### config.mk
export PLATFORM = sky130hd
export DESIGN_NAME = mdio_ctrl
export DESIGN_NICKNAME = d
export VERILOG_FILES = /design/src/rtl/mdio_pkg.sv /design/src/rtl/mdio_clk_gen.sv /design/src/rtl/mdio_frame_seq.sv /design/src/rtl/mdio_ctrl.sv
export SDC_FILE = /design/constraint.sdc
export NUM_CORES = 1
export LEC_CHECK = 0
export BUFFER_PORTS_ARGS = -buffer_cell sky130_fd_sc_hd__buf_4
export CORE_MARGIN = 5
export CORE_UTILIZATION = 52
export DETAILED_ROUTE_END_ITERATION = 8
export GPL_TIMING_DRIVEN = 1
export PLACE_DENSITY = 0.81
export SLEW_MARGIN = 20
export SYNTH_ARGS = -nofsm -noshare
export SYNTH_HDL_FRONTEND = slang
export SYNTH_HIERARCHICAL = 1
export SYNTH_SLANG_ARGS = --single-unit
### constraint.sdc
create_clock -name clk_i -period 2.3 [get_ports clk_i]
set_clock_uncertainty 0.05 [all_clocks]
set_input_delay 0.46 -clock clk_i [delete_from_list [all_inputs] [get_ports clk_i]]
set_output_delay 0.46 -clock clk_i [all_outputs]
set_load 0.005 [all_outputs]
### src/rtl/mdio_pkg.sv
package mdio_pkg;
  localparam int FRAME_LEN = 64;
  localparam int IW = 6;
  localparam logic [IW-1:0] REL_IDX  = 6'd46;  // first turnaround bit
  localparam logic [IW-1:0] TA2_IDX  = 6'd47;
  localparam logic [IW-1:0] DAT_IDX  = 6'd48;
  localparam logic [IW-1:0] LAST_IDX = 6'd63;

  localparam int DATA_LSB = 16;
  localparam int PHY_LSB  = 11;
  localparam int REG_LSB  = 6;
  localparam int NV_BIT   = 4;
  localparam int BUSY_BIT = 3;
  localparam int RD_BIT   = 1;
  localparam int WR_BIT   = 0;

  function automatic logic [FRAME_LEN-1:0] build_frame(input logic rd, input logic [4:0] phy,
                                                      input logic [4:0] ra, input logic [15:0] d);
    return {32'hFFFF_FFFF, 2'b01, (rd ? 2'b10 : 2'b01), phy, ra, 2'b10, d};
  endfunction
endpackage

### src/rtl/mdio_clk_gen.sv
module mdio_clk_gen #(
  parameter int DIV_HALF = 4
) (
  input  logic clk_i,
  input  logic rst_ni,
  input  logic run_i,
  output logic mdc_o,
  output logic rise_o,
  output logic fall_o
);
  localparam int CW = (DIV_HALF > 1) ? $clog2(DIV_HALF) : 1;
  localparam logic [CW-1:0] CNT_TOP = CW'(DIV_HALF - 1);

  logic [CW-1:0] cnt_q;
  logic          mdc_q;
  logic          wrap;

  assign wrap   = run_i && (cnt_q == CNT_TOP);
  assign rise_o = wrap && !mdc_q;
  assign fall_o = wrap && mdc_q;
  assign mdc_o  = mdc_q;

  always_ff @(posedge clk_i or negedge rst_ni) begin
    if (!rst_ni) begin
      cnt_q <= '0;
      mdc_q <= 1'b0;
    end else if (!run_i) begin
      cnt_q <= '0;
      mdc_q <= 1'b0;
    end else if (wrap) begin
      cnt_q <= '0;
      mdc_q <= !mdc_q;
    end else begin
      cnt_q <= cnt_q + CW'(1);
    end
  end

  a_r8_mdc_idle_low: assert property (@(posedge clk_i) disable iff (!rst_ni)
    !run_i |-> !mdc_q);
  a_r8_mdc_hold: assert property (@(posedge clk_i) disable iff (!rst_ni)
    (run_i && !wrap) |=> $stable(mdc_q));
endmodule

### src/rtl/mdio_frame_seq.sv
module mdio_frame_seq
  import mdio_pkg::*;
(
  input  logic        clk_i,
  input  logic        rst_ni,
  input  logic        start_i,
  input  logic        is_read_i,
  input  logic [4:0]  phy_i,
  input  logic [4:0]  reg_i,
  input  logic [15:0] wdata_i,
  input  logic        rise_i,
  input  logic        fall_i,
  input  logic        mdio_i,
  output logic        busy_o,
  output logic        done_o,
  output logic        rd_done_o,
  output logic [15:0] rdata_o,
  output logic        nvalid_o,
  output logic        mdio_o,
  output logic        mdio_oe_o
);
  logic [FRAME_LEN-1:0] sh_q;
  logic [IW-1:0]        idx_q, idx_nx;
  logic                 busy_q, rd_q, oe_q, dout_q, nv_q;
  logic [15:0]          rsh_q;

  assign idx_nx    = idx_q + 6'd1;
  assign done_o    = busy_q && fall_i && (idx_q == LAST_IDX);
  assign rd_done_o = done_o && rd_q;
  assign busy_o    = busy_q;
  assign rdata_o   = rsh_q;
  assign nvalid_o  = nv_q;
  assign mdio_o    = dout_q;
  assign mdio_oe_o = oe_q;

  always_ff @(posedge clk_i or negedge rst_ni) begin
    if (!rst_ni) begin
      sh_q   <= '0;
      idx_q  <= '0;
      busy_q <= 1'b0;
      rd_q   <= 1'b0;
      oe_q   <= 1'b0;
      dout_q <= 1'b0;
      nv_q   <= 1'b0;
      rsh_q  <= '0;
    end else if (start_i && !busy_q) begin
      sh_q   <= build_frame(is_read_i, phy_i, reg_i, wdata_i);
      dout_q <= 1'b1;  // first preamble bit
      oe_q   <= 1'b1;
      idx_q  <= '0;
      busy_q <= 1'b1;
      rd_q   <= is_read_i;
      nv_q   <= 1'b0;
    end else if (busy_q) begin
      if (fall_i) begin
        if (idx_q == LAST_IDX) begin
          busy_q <= 1'b0;
          oe_q   <= 1'b0;
          dout_q <= 1'b0;
        end else begin
          idx_q  <= idx_nx;
          sh_q   <= sh_q << 1;
          dout_q <= sh_q[FRAME_LEN-2];
          oe_q   <= !(rd_q && (idx_nx >= REL_IDX));
        end
      end
      if (rise_i && rd_q) begin
        if (idx_q == TA2_IDX) nv_q <= mdio_i;
        if (idx_q >= DAT_IDX) rsh_q <= {rsh_q[14:0], mdio_i};
      end
    end
  end

  a_r7_busy_held: assert property (@(posedge clk_i) disable iff (!rst_ni)
    (busy_q && !done_o) |=> busy_q);
  a_r8_dout_on_fall: assert property (@(posedge clk_i) disable iff (!rst_ni)
    (busy_q && !fall_i) |=> $stable(dout_q));
  a_r4_released: assert property (@(posedge clk_i) disable iff (!rst_ni)
    (busy_q && rd_q && (idx_q >= REL_IDX)) |-> !oe_q);
  a_r3_write_driven: assert property (@(posedge clk_i) disable iff (!rst_ni)
    (busy_q && !rd_q) |-> oe_q);
  a_r1_idle_released: assert property (@(posedge clk_i) disable iff (!rst_ni)
    !busy_q |-> !oe_q);
endmodule

### src/rtl/mdio_ctrl.sv
module mdio_ctrl
  import mdio_pkg::*;
#(
  parameter int          DIV_HALF     = 4,
  parameter logic [4:0]  RST_PHY_ADDR = 5'd0
) (
  input  logic        clk_i,
  input  logic        rst_ni,
  input  logic        reg_we_i,
  input  logic [31:0] reg_wdata_i,
  output logic [31:0] reg_rdata_o,
  output logic        mdc_o,
  output logic        mdio_o,
  output logic        mdio_oe_o,
  input  logic        mdio_i
);
  logic [15:0] data_q;
  logic [4:0]  phy_q, reg_q;
  logic        nv_q;
  logic        busy, done, rd_done, rise, fall, seq_nv;
  logic [15:0] seq_rdata;
  logic        accept, start, is_read;
  logic        unused_bits;

  assign unused_bits = ^{reg_wdata_i[5:2]};
  assign accept  = reg_we_i && !busy;
  assign start   = accept && (reg_wdata_i[RD_BIT] || reg_wdata_i[WR_BIT]);
  assign is_read = reg_wdata_i[RD_BIT];  // read wins when both set

  always_ff @(posedge clk_i or negedge rst_ni) begin
    if (!rst_ni) begin
      data_q <= '0;
      phy_q  <= RST_PHY_ADDR;
      reg_q  <= '0;
      nv_q   <= 1'b0;
    end else if (accept) begin
      data_q <= reg_wdata_i[DATA_LSB +: 16];
      phy_q  <= reg_wdata_i[PHY_LSB +: 5];
      reg_q  <= reg_wdata_i[REG_LSB +: 5];
      if (start) nv_q <= 1'b0;
    end else if (rd_done) begin
      data_q <= seq_rdata;
      nv_q   <= seq_nv;
    end
  end

  mdio_clk_gen #(.DIV_HALF(DIV_HALF)) u_clk (
    .clk_i  (clk_i),
    .rst_ni (rst_ni),
    .run_i  (busy),
    .mdc_o  (mdc_o),
    .rise_o (rise),
    .fall_o (fall)
  );

  mdio_frame_seq u_seq (
    .clk_i     (clk_i),
    .rst_ni    (rst_ni),
    .start_i   (start),
    .is_read_i (is_read),
    .phy_i     (reg_wdata_i[PHY_LSB +: 5]),
    .reg_i     (reg_wdata_i[REG_LSB +: 5]),
    .wdata_i   (reg_wdata_i[DATA_LSB +: 16]),
    .rise_i    (rise),
    .fall_i    (fall),
    .mdio_i    (mdio_i),
    .busy_o    (busy),
    .done_o    (done),
    .rd_done_o (rd_done),
    .rdata_o   (seq_rdata),
    .nvalid_o  (seq_nv),
    .mdio_o    (mdio_o),
    .mdio_oe_o (mdio_oe_o)
  );

  always_comb begin
    reg_rdata_o = '0;
    reg_rdata_o[DATA_LSB +: 16] = data_q;
    reg_rdata_o[PHY_LSB +: 5]   = phy_q;
    reg_rdata_o[REG_LSB +: 5]   = reg_q;
    reg_rdata_o[NV_BIT]         = nv_q;
    reg_rdata_o[BUSY_BIT]       = busy;
  end

  a_r9_ignore_busy: assert property (@(posedge clk_i) disable iff (!rst_ni)
    (busy && reg_we_i) |=> ($stable(phy_q) && $stable(reg_q)));
  a_r11_end_collision: assert property (@(posedge clk_i) disable iff (!rst_ni)
    (done && reg_we_i) |=> !busy);
  a_r7_start_sets_busy: assert property (@(posedge clk_i) disable iff (!rst_ni)
    start |=> busy);
endmodule

==> results.md, run 1 <==
- In the final layout, the share of cells above drive strength 1 is 0.335.
- Subtracting the final worst setup slack from the clock period gives 2.22 ns.
- The tightest hold path in the finished design has a slack of 0.125 ns.
- The number of levels in the clock H-tree is 4.
- The most numerous cell type found on the critical path is sky130_fd_sc_hd__mux2_2.
- Setup total negative slack on the finished layout was measured at 0 ns.
- Of the post-synthesis cell area, the dominant cell type holds 0.557.
- The global-route wire length before repair is 20400 um.
- The half-perimeter wire length after placement is 7040 um.
- The routability congestion estimate from global placement is 0.830.
- The number of enable flip-flop cells after synthesis is 0.
- In the routed design, unresolved DRC markers number 0.
- The region available for standard cell placement spans 0.0102 mm2.
- The mean instance size in the synthesized netlist is 11.2 um2.
- The initial utilization of the core area, before any placement, comes to 0.527.
- The area used by sequential logic in the layout is 0.00300 mm2.
- Once the clock tree was built, the setup fixing pass inserted 0 buffers.
- The layout overhead on the synthesized area is 21.5%.
- Power spread over the standard cell area amounts to 1260 mW/mm2.
- The clock tree from TritonCTS is yes.
- For this block, the initial DRC count from the detailed router was 352.
- The largest voltage drop on the vdd net is 0.692 mV.
- The synthesized design contains 120 register bits.
- The max-slew headroom at the worst pin is 0.492.
- The worst hold path startpoint is reg_wdata_i[31].
- In the global route stage, overall resource usage came out at 0.201.
- Synthesis produced a netlist whose cell count is 480.
- The unique cell type count in the Yosys netlist is 47.
- After clock tree synthesis, the clock-pin slew on the worst setup and hold paths is 0.06 ns.
- The worst hold path belongs to the class in -> reg.
- The Yosys step of the flow raised 6 warnings.
- The number of antenna violations at the first check in global routing is 0.
- The flow ran to the end, and the final reports show no timing, DRC or antenna violations.
- The worst setup path is of the reg -> reg kind.
- Data on the critical path arrives at its endpoint at 2.55 ns.
- Dividing the detail-routed wire length by the instance count gives 17.5 um.
- The share of the Yosys chip area taken by registers is 0.557.
- After synthesis, the cell types taking the most area are sky130_fd_sc_hd__dfrtp_1, sky130_fd_sc_hd__nand2_1, sky130_fd_sc_hd__mux2_2.
- The number of cells traversed by the worst hold path is 3.
- The leakage dissipation is 3.15 nW.
- The most instantiated flip-flop cell in the synthesis netlist is sky130_fd_sc_hd__dfrtp_1.
- In this run the most used layer during global routing was met2.
- For the worst setup path, the data required time is 2.63 ns.
- The clock drives 120 sinks.
- After layout, the design draws a total of 8.25 mW.
- The number of iterations in the first detailed-routing pass is 5.
- The reg-to-reg critical path endpoint is data_q[5].
- The critical path goes through ha_1 -> and3_2 -> nand2_1 -> buf_4 -> nor2_2 -> and2_4 -> buf_12 -> mux2_2 -> mux2_2.
- The met3 usage is 0.0511.
- The measured slew at the worst slew-check pin is 0.762 ns.
- Among all stages on the critical path, the largest delay is contributed by sky130_fd_sc_hd__dfrtp_1.
- The layout has 725 filler cells.
- At the end of the flow, the number of nets in the layout was 587.
- Measured along the y axis, the die boundary spans 112 um.
- In the final layout, the multi-input gates occupy 0.00213 mm2.
- Setup violations remaining at the end of the flow were counted as 0.
- The largest single stage delay on the critical path is 0.35 ns.
- In this run, CTS created clock tree buffers numbering 17.
- The startpoint kind of the worst setup timing path is a flip-flop.
- The die area is 0.0125 mm2.
- The count of buffers added on input and output ports is 62.
- Max-cap violations in this run came to 0.
- The cell depth of the worst flop-to-flop path is 9.
- The root cell of the clock tree is sky130_fd_sc_hd__clkbuf_8.
- The floorplan step set the die width to 112 um.
- The detailed-route wire length is 12200 um.
- The count of nets left with antenna violations once routing finished came out at 0.
- The fraction of met2 tracks used by global routing is 0.328.
- The worst register-to-register path begins at u_clk/cnt_q[0].
- The final max-slew violation count is 0.
- For this run, global-route usage on met1 was measured as 0.256.
- The insertion delay to the later sink of the worst-skew pair is 0.51 ns.
- The async set-reset flop share out of synthesis is 1.00.
- During I/O placement, the number of pins put on the boundary was 71.
- The maximum buffer depth of the clock tree is 2.
- In the finished design, the share of the clock period the worst path needs comes to 0.964.
- The upper clock frequency limit is 451 MHz.
- The setup slack of the most critical reg-to-reg path is 0.08 ns.
- The global-route congestion overflow total is 0.
- The path with the worst hold slack has its endpoint at u_seq/sh_q[15].
- The detailed-route vias per instance is 5.49.
- The post-synthesis instance area is 0.00539 mm2.
- The cell type contributing the most total cell area after synthesis is sky130_fd_sc_hd__dfrtp_1.
- The count of endpoints failing hold in the final timing report came to 0.
- The number of antenna diodes is 0.
- The number of placement rows is 37.
- In this run the worst path has a maximum fanout of 9.
- The via count of the first global-routing pass came to 4075.
- The endpoint kind of the worst setup timing path is a flip-flop.
- The total number of vias is 3829.
- In the layout the commonest cells are sky130_fd_sc_hd__nand2_1, sky130_fd_sc_hd__dfrtp_1, sky130_fd_sc_hd__buf_4, sky130_fd_sc_hd__o21ai_0, sky130_fd_sc_hd__mux2_2.
- The maximum number of pins on one net before global-route repair is 65.
- Leaving out fill and tap cells, the most frequent cell in the layout is sky130_fd_sc_hd__nand2_1.
worst max-delay path: cells and delay by family, from the launching register on:
kind / cells / cell delay [ns]
DFF: 1 / 0.35
buffers and inverters: 2 / 0.31
and+or+nand+nor: 4 / 0.63
adders and majority gates: 1 / 0.17
muxes: 2 / 0.59
kinds of logic after synthesis:
kind of cell               after synthesis  share of synthesized area
AOI/OAI and AO/OA                       76                     0.0986
xor gates and xnor gates                 3                    0.00487
adders and majority gates                4                    0.00882
and+or+nand+nor                        174                      0.138
buffers and inverters                   41                     0.0536
muxes                                   61                      0.139
other                                    1                   0.000695
DFF                                    120                      0.557
synthesized netlist by cell type, types with 2 or more instances:
master                     count
sky130_fd_sc_hd__mux2_1        4
sky130_fd_sc_hd__nand4_1       2
sky130_fd_sc_hd__dfrtp_1     120
sky130_fd_sc_hd__clkbuf_2      3
sky130_fd_sc_hd__nor2_1        9
sky130_fd_sc_hd__mux2i_1       3
sky130_fd_sc_hd__mux2_4       18
sky130_fd_sc_hd__xnor2_1       2
sky130_fd_sc_hd__nand2_1     134
sky130_fd_sc_hd__o21ai_0      40
sky130_fd_sc_hd__buf_4         9
sky130_fd_sc_hd__a22oi_2      10
sky130_fd_sc_hd__inv_1         5
sky130_fd_sc_hd__mux2_2       36
sky130_fd_sc_hd__buf_6         9
sky130_fd_sc_hd__a21oi_1       2
sky130_fd_sc_hd__ha_1          3
sky130_fd_sc_hd__and2_1        5
sky130_fd_sc_hd__clkbuf_1      3
sky130_fd_sc_hd__nand3_1       8
sky130_fd_sc_hd__a31oi_1       2
sky130_fd_sc_hd__a22oi_1      15
sky130_fd_sc_hd__nand2b_1      2
sky130_fd_sc_hd__buf_2        11
sky130_fd_sc_hd__nor2b_1       3
repair_timing:
item	in CTS	in global routing
hold endpoints to repair	45	0
hold buffers	1	0
gates resized for setup	1	3
gates cloned	0	1
setup endpoints to repair	9	16
registers in the layout, indices dropped and copies added, names as in the netlist:
| signal | count |
|---|---|
| nv_q | 1 |
| data_q | 16 |
| u_seq/sh_q | 63 |
| u_seq/mdio_oe_o | 1 |
| u_clk/cnt_q | 2 |
| reg_q | 5 |
| u_seq/idx_q | 6 |
| u_seq/mdio_o | 1 |
| u_seq/rd_q | 1 |
| u_seq/rdata_o | 16 |
| u_seq/nvalid_o | 1 |
| phy_q | 5 |
| u_seq/busy_o | 1 |
| u_clk/mdc_o | 1 |
routing by layer:
metal	routed length (um)	vias up
li1	-	1757
met2	6190	150
met3	723	24
met4	318	0
met1	4970	1898
met5	0	-
final cells by class:
cell class	instances	share of cell area
well taps	136	0.0260
clock inverters	15	0.0221
inverters	5	0.00286
multi-input cells	322	0.325
flip-flops and latches	120	0.458
clock buffers	17	0.0632
repair buffers	82	0.103
where the power goes:
group / switching (mW) / internal, mW
sequential: 0.562 / 2.99
clock: 1.02 / 1.45
combinational: 0.998 / 1.23
total: 2.58 / 5.67
worst max-delay path by stage:
| stage | from | to | cells after the start |
|---|---|---|---|
| final | u_clk/cnt_q[0] | data_q[5] | 9 |
| after global routing | u_clk/cnt_q[0] | data_q[4] | 9 |
| after CTS | u_clk/cnt_q[0] | data_q[7] | 9 |
| after detailed placement | u_clk/cnt_q[0] | u_seq/sh_q[15] | 8 |
| after global placement | u_clk/cnt_q[0] | u_seq/sh_q[18] | 8 |
| after floorplan | u_seq/idx_q[0] | data_q[0] | 9 |
per-stage QoR:
| stage | utilization | cell area (um2) | instances | setup slack (ns) |
|---|---|---|---|---|
| 5_1_grt | 0.641 | 6560 | 697 | -0.0252 |
| 3_5_place_dp | 0.582 | 5950 | 663 | -0.0747 |
| 4_1_cts | 0.638 | 6530 | 696 | 0.0472 |
| 2_1_floorplan | - | 5410 | 483 | 0.0808 |
| 3_3_place_gp | 0.582 | 5950 | 663 | 0.0139 |
| 6_report | 0.641 | 6560 | 697 | 0.0838 |
Power figures use the tool's default switching activity.
==> inputs of run 2 (changes only) <==
- CORE_UTILIZATION: 52 -> 45
- PLACE_DENSITY: 0.81 -> 0.72
- RECOVER_POWER: default -> 25
==> run 2 against run 1 <==
  * Sequential cell count did not move
  * Routed wire length fell by 8.1%
  * Final cell count rose by 1.4%
  * Final area rose by 0.59%
  * Non-clock buffer count did not move
  * Die area rose by 14%
  * Hold slack improved by 0.096 ns
  * First-iteration DRC count fell by 24%
  * Critical endpoint is now data_q[6]
  * Total power rose by 2.6%
  * Worst setup slack got worse by 0.0016 ns
  * Highest routed layer unchanged
==> results.md, run 2 (synthesis results as in run 1) <==
- The run finished with clean final reports.
- The detailed router's first-iteration violation count is 266 (-24%).
- The total of buffers placed on input and output ports is 62 (unchanged).
- The global-route wire length before repair was 19000 um (-6.6%).
- u_seq/sh_q holds more flip-flops than any other register.
- The count of endpoints failing hold in the final timing report came to 0 (unchanged).
- The worst path setup slack after routing came to 0.0821 ns (-0.00164 ns).
- The upper clock frequency limit is 451 MHz (about the same).
- The worst register-to-register path ends at data_q[6].
- The minimum period implied by the final worst setup slack is 2.22 ns (+0.00164 ns).
- The number of levels in the clock H-tree is 4 (unchanged).
- The number of placement rows is 40 (+8.1%).
- The placeable core region came to 0.0119 mm2 (+16%).
- The area used by sequential logic in the layout was 0.00300 mm2 (unchanged).
- The half-perimeter wire length after placement is 6960 um (-1.1%).
- The total number of vias was 3731 (-2.6%).
- The total DRC errors in the routed layout is 0 (unchanged).
- The most common cell type on the critical path is sky130_fd_sc_hd__mux2_2.
- The number of antenna diodes is 0 (unchanged).
- The most common cell after layout, fill and taps aside is sky130_fd_sc_hd__nand2_1.
- TritonCTS built the clock tree.
- The critical path starts at u_seq/idx_q[1].
- The max-capacitance violation count is 0 (unchanged).
- The placement-stage cell area was 0.00599 mm2 (+0.74%).
- The setup violation total in the final timing report is 0 (unchanged).
- The number of antenna violations at the first check in global routing was 0 (unchanged).
- The number of cells traversed by the worst hold path came to 3 (unchanged).
- The buffer count from post-CTS setup fixing is 0 (unchanged).
- The maximum number of pins on one net before global-route repair was 65 (unchanged).
- The layout filler cell count is 966 (+33%).
- The number of logic stages on the critical path including buffering was 8 (-1).
- The worst setup path is launched from a flip-flop.
- The setup slack of the most critical reg-to-reg path came to 0.08 ns (about the same).
- The fraction of the cycle the final worst path needs came to 0.964 (about the same).
- The most critical setup path has its endpoint at data_q[6].
- The routability congestion estimate from global placement was 0.789 (-5.0%).
- The leakage dissipation is 3.18 nW (+1.0%).
- The maximum buffer depth of the clock tree came to 2 (unchanged).
- The utilization after layout came to 0.556 (-0.0848).
- The measured slew at the worst slew-check pin is 1.24 ns (+0.483 ns).
- The critical path goes through ha_1 -> and3_4 -> nand3_2 -> nor2_2 -> and2_1 -> buf_12 -> mux2_2 -> mux2_2.
- The worst setup path is captured at a flip-flop.
- The cell family contributing the most delay on the critical path is simple AND/OR/NAND/NOR gates.
- The CTS clock-pin slew for the worst setup and hold paths is 0.06 ns (about the same).
- The die outline height came to 119 um (+6.8%).
- The kind of path behind the tightest hold check is in -> reg.
- The number of cells in the design after placement is 676 (+2.0%).
- The critical path buffer and inverter count is 1 (-1).
- The launch instance of the worst register-to-register path is u_seq/idx_q[1].
- The largest voltage drop on the vdd net is 0.804 mV (+16%).
- The clock sink count is 120 (unchanged).
- The horizontal extent of the die is 119 um (+6.8%).
- The arrival time of the worst setup path was 2.46 ns (-0.09 ns).
- The worst-path maximum fanout is 17 (+8).
- The area of the multi-input gates is 0.00213 mm2 (-0.12%).
- In the layout the commonest cells are sky130_fd_sc_hd__nand2_1, sky130_fd_sc_hd__dfrtp_1, sky130_fd_sc_hd__buf_4, sky130_fd_sc_hd__o21ai_0, sky130_fd_sc_hd__mux2_2.
- The max-slew headroom at the worst pin was 0.170 (-0.322).
- The number of routed nets with antenna violations is 0 (unchanged).
- The final max-slew violation count was 0 (unchanged).
- The number of iterations in the first detailed-routing pass came to 4 (-1).
- The setup slack at placement came to 0.0935 ns (+0.168 ns).
- The via count of the first global-routing pass is 3799 (-6.8%).
- The net count of the finished layout was 587 (unchanged).
- The flip-flop count of the largest register after layout is 63 (unchanged).
- The areal power density over the cells is 1280 mW/mm2 (+2.0%).
- The root cell of the clock tree is sky130_fd_sc_hd__clkbuf_16.
- The non-filler instance count after layout is 707 (+1.4%).
- The detailed-route wire length was 11200 um (-8.1%).
- The area of all placed cells without fillers was 0.00659 mm2 (+0.59%).
- The global routing usage summed across all routing layers is 0.166 (-0.0352).
- The number of buffers added by the clock tree synthesis step came to 17 (unchanged).
- The critical path is of the reg -> reg type.
- The final routed wire length divided by cell count was 15.9 um (-9.4%).
- The insertion delay to the later sink of the worst-skew pair is 0.42 ns (-0.09 ns).
- From synthesis to final layout, the design area changed by 22.2%.
- The data required time at the worst endpoint is 2.54 ns (-0.09 ns).
- The detailed-route vias per instance is 5.28 (-3.9%).
- The number of top-level design ports is 71 (unchanged).
- The die area is 0.0143 mm2 (+14%).
- The worst stage delay on the critical path is 0.36 ns (about the same).
- The cell with the largest stage delay on the worst path is sky130_fd_sc_hd__dfrtp_1.
- The minimum hold slack is 0.221 ns (+0.0957 ns).
- The global-route congestion overflow total is 0 (unchanged).
- The fraction of final layout cells with drive strength greater than 1 is 0.334 (-0.00119).
- The initial core utilization was 0.455 (-0.0725).
- The cell depth of the worst flop-to-flop path is 8 (-1).
run 2: cell count changes in the layout (fill, tap and decap cells not counted), moves of 2 or more:
cell,before,now
sky130_fd_sc_hd__clkbuf_1,0,2
sky130_fd_sc_hd__clkbuf_8,1,5
sky130_fd_sc_hd__bufinv_16,1,3
sky130_fd_sc_hd__clkinvlp_4,6,1
sky130_fd_sc_hd__clkinv_2,0,4
sky130_fd_sc_hd__clkbuf_2,0,2
sky130_fd_sc_hd__clkinv_4,3,0
sky130_fd_sc_hd__inv_6,5,0
run 2: through the flow:
step	setup TNS, ns	total power [mW]
6_report	0	8.47
3_5_place_dp	0	5.72
2_1_floorplan	0	4.86
5_1_grt	-0.0459	8.98
4_1_cts	0	8.52
3_3_place_gp	0	5.58
run 2: tightest hold or removal path, cell delays in order:
cell	delay, ns
sky130_fd_sc_hd__buf_4	0.09
sky130_fd_sc_hd__a22oi_2	0.05
sky130_fd_sc_hd__nand2_1	0.05
run 2: worst min-delay path by stage:
| stage | endpoint | startpoint |
|---|---|---|
| after global placement | u_clk/cnt_q[0] | u_clk/cnt_q[0] |
| final | u_seq/sh_q[5] | reg_wdata_i[21] |
| after global routing | u_seq/sh_q[11] | reg_wdata_i[27] |
| after floorplan | data_q[0] | rst_ni |
| after CTS | u_seq/rdata_o[5] | rst_ni |
| after detailed placement | u_clk/cnt_q[0] | u_clk/cnt_q[0] |
run 2: metal layers:
layer	GRT usage	vias up	routed length [um]
met5	0	-	0
met3	0.0461	6	479
met4	0.0651	0	93
met2	0.256	113	5550
li1	-	1761	-
met1	0.222	1851	5090
run 2: area by class of cell:
type / count / area share
multi-input cells: 322 / 0.323
clock inverters: 8 / 0.0178
repair buffers: 82 / 0.0977
clock buffers: 23 / 0.0755
well taps: 147 / 0.0279
flip-flops and latches: 120 / 0.455
inverters: 5 / 0.00285
run 2: repair_timing:
item | in CTS | in global routing
hold buffers | 0 | 0
resized for setup | 0 | 2
setup endpoints to repair | 0 | 6
hold endpoints to repair | 0 | 0
run 2: where the power goes:
group          total [mW]  internal, mW  switching, mW
Combinational        2.22          1.24          0.981
Sequential           3.50          2.99          0.509
Clock                2.75          1.83          0.912
Total                8.47          6.06           2.40
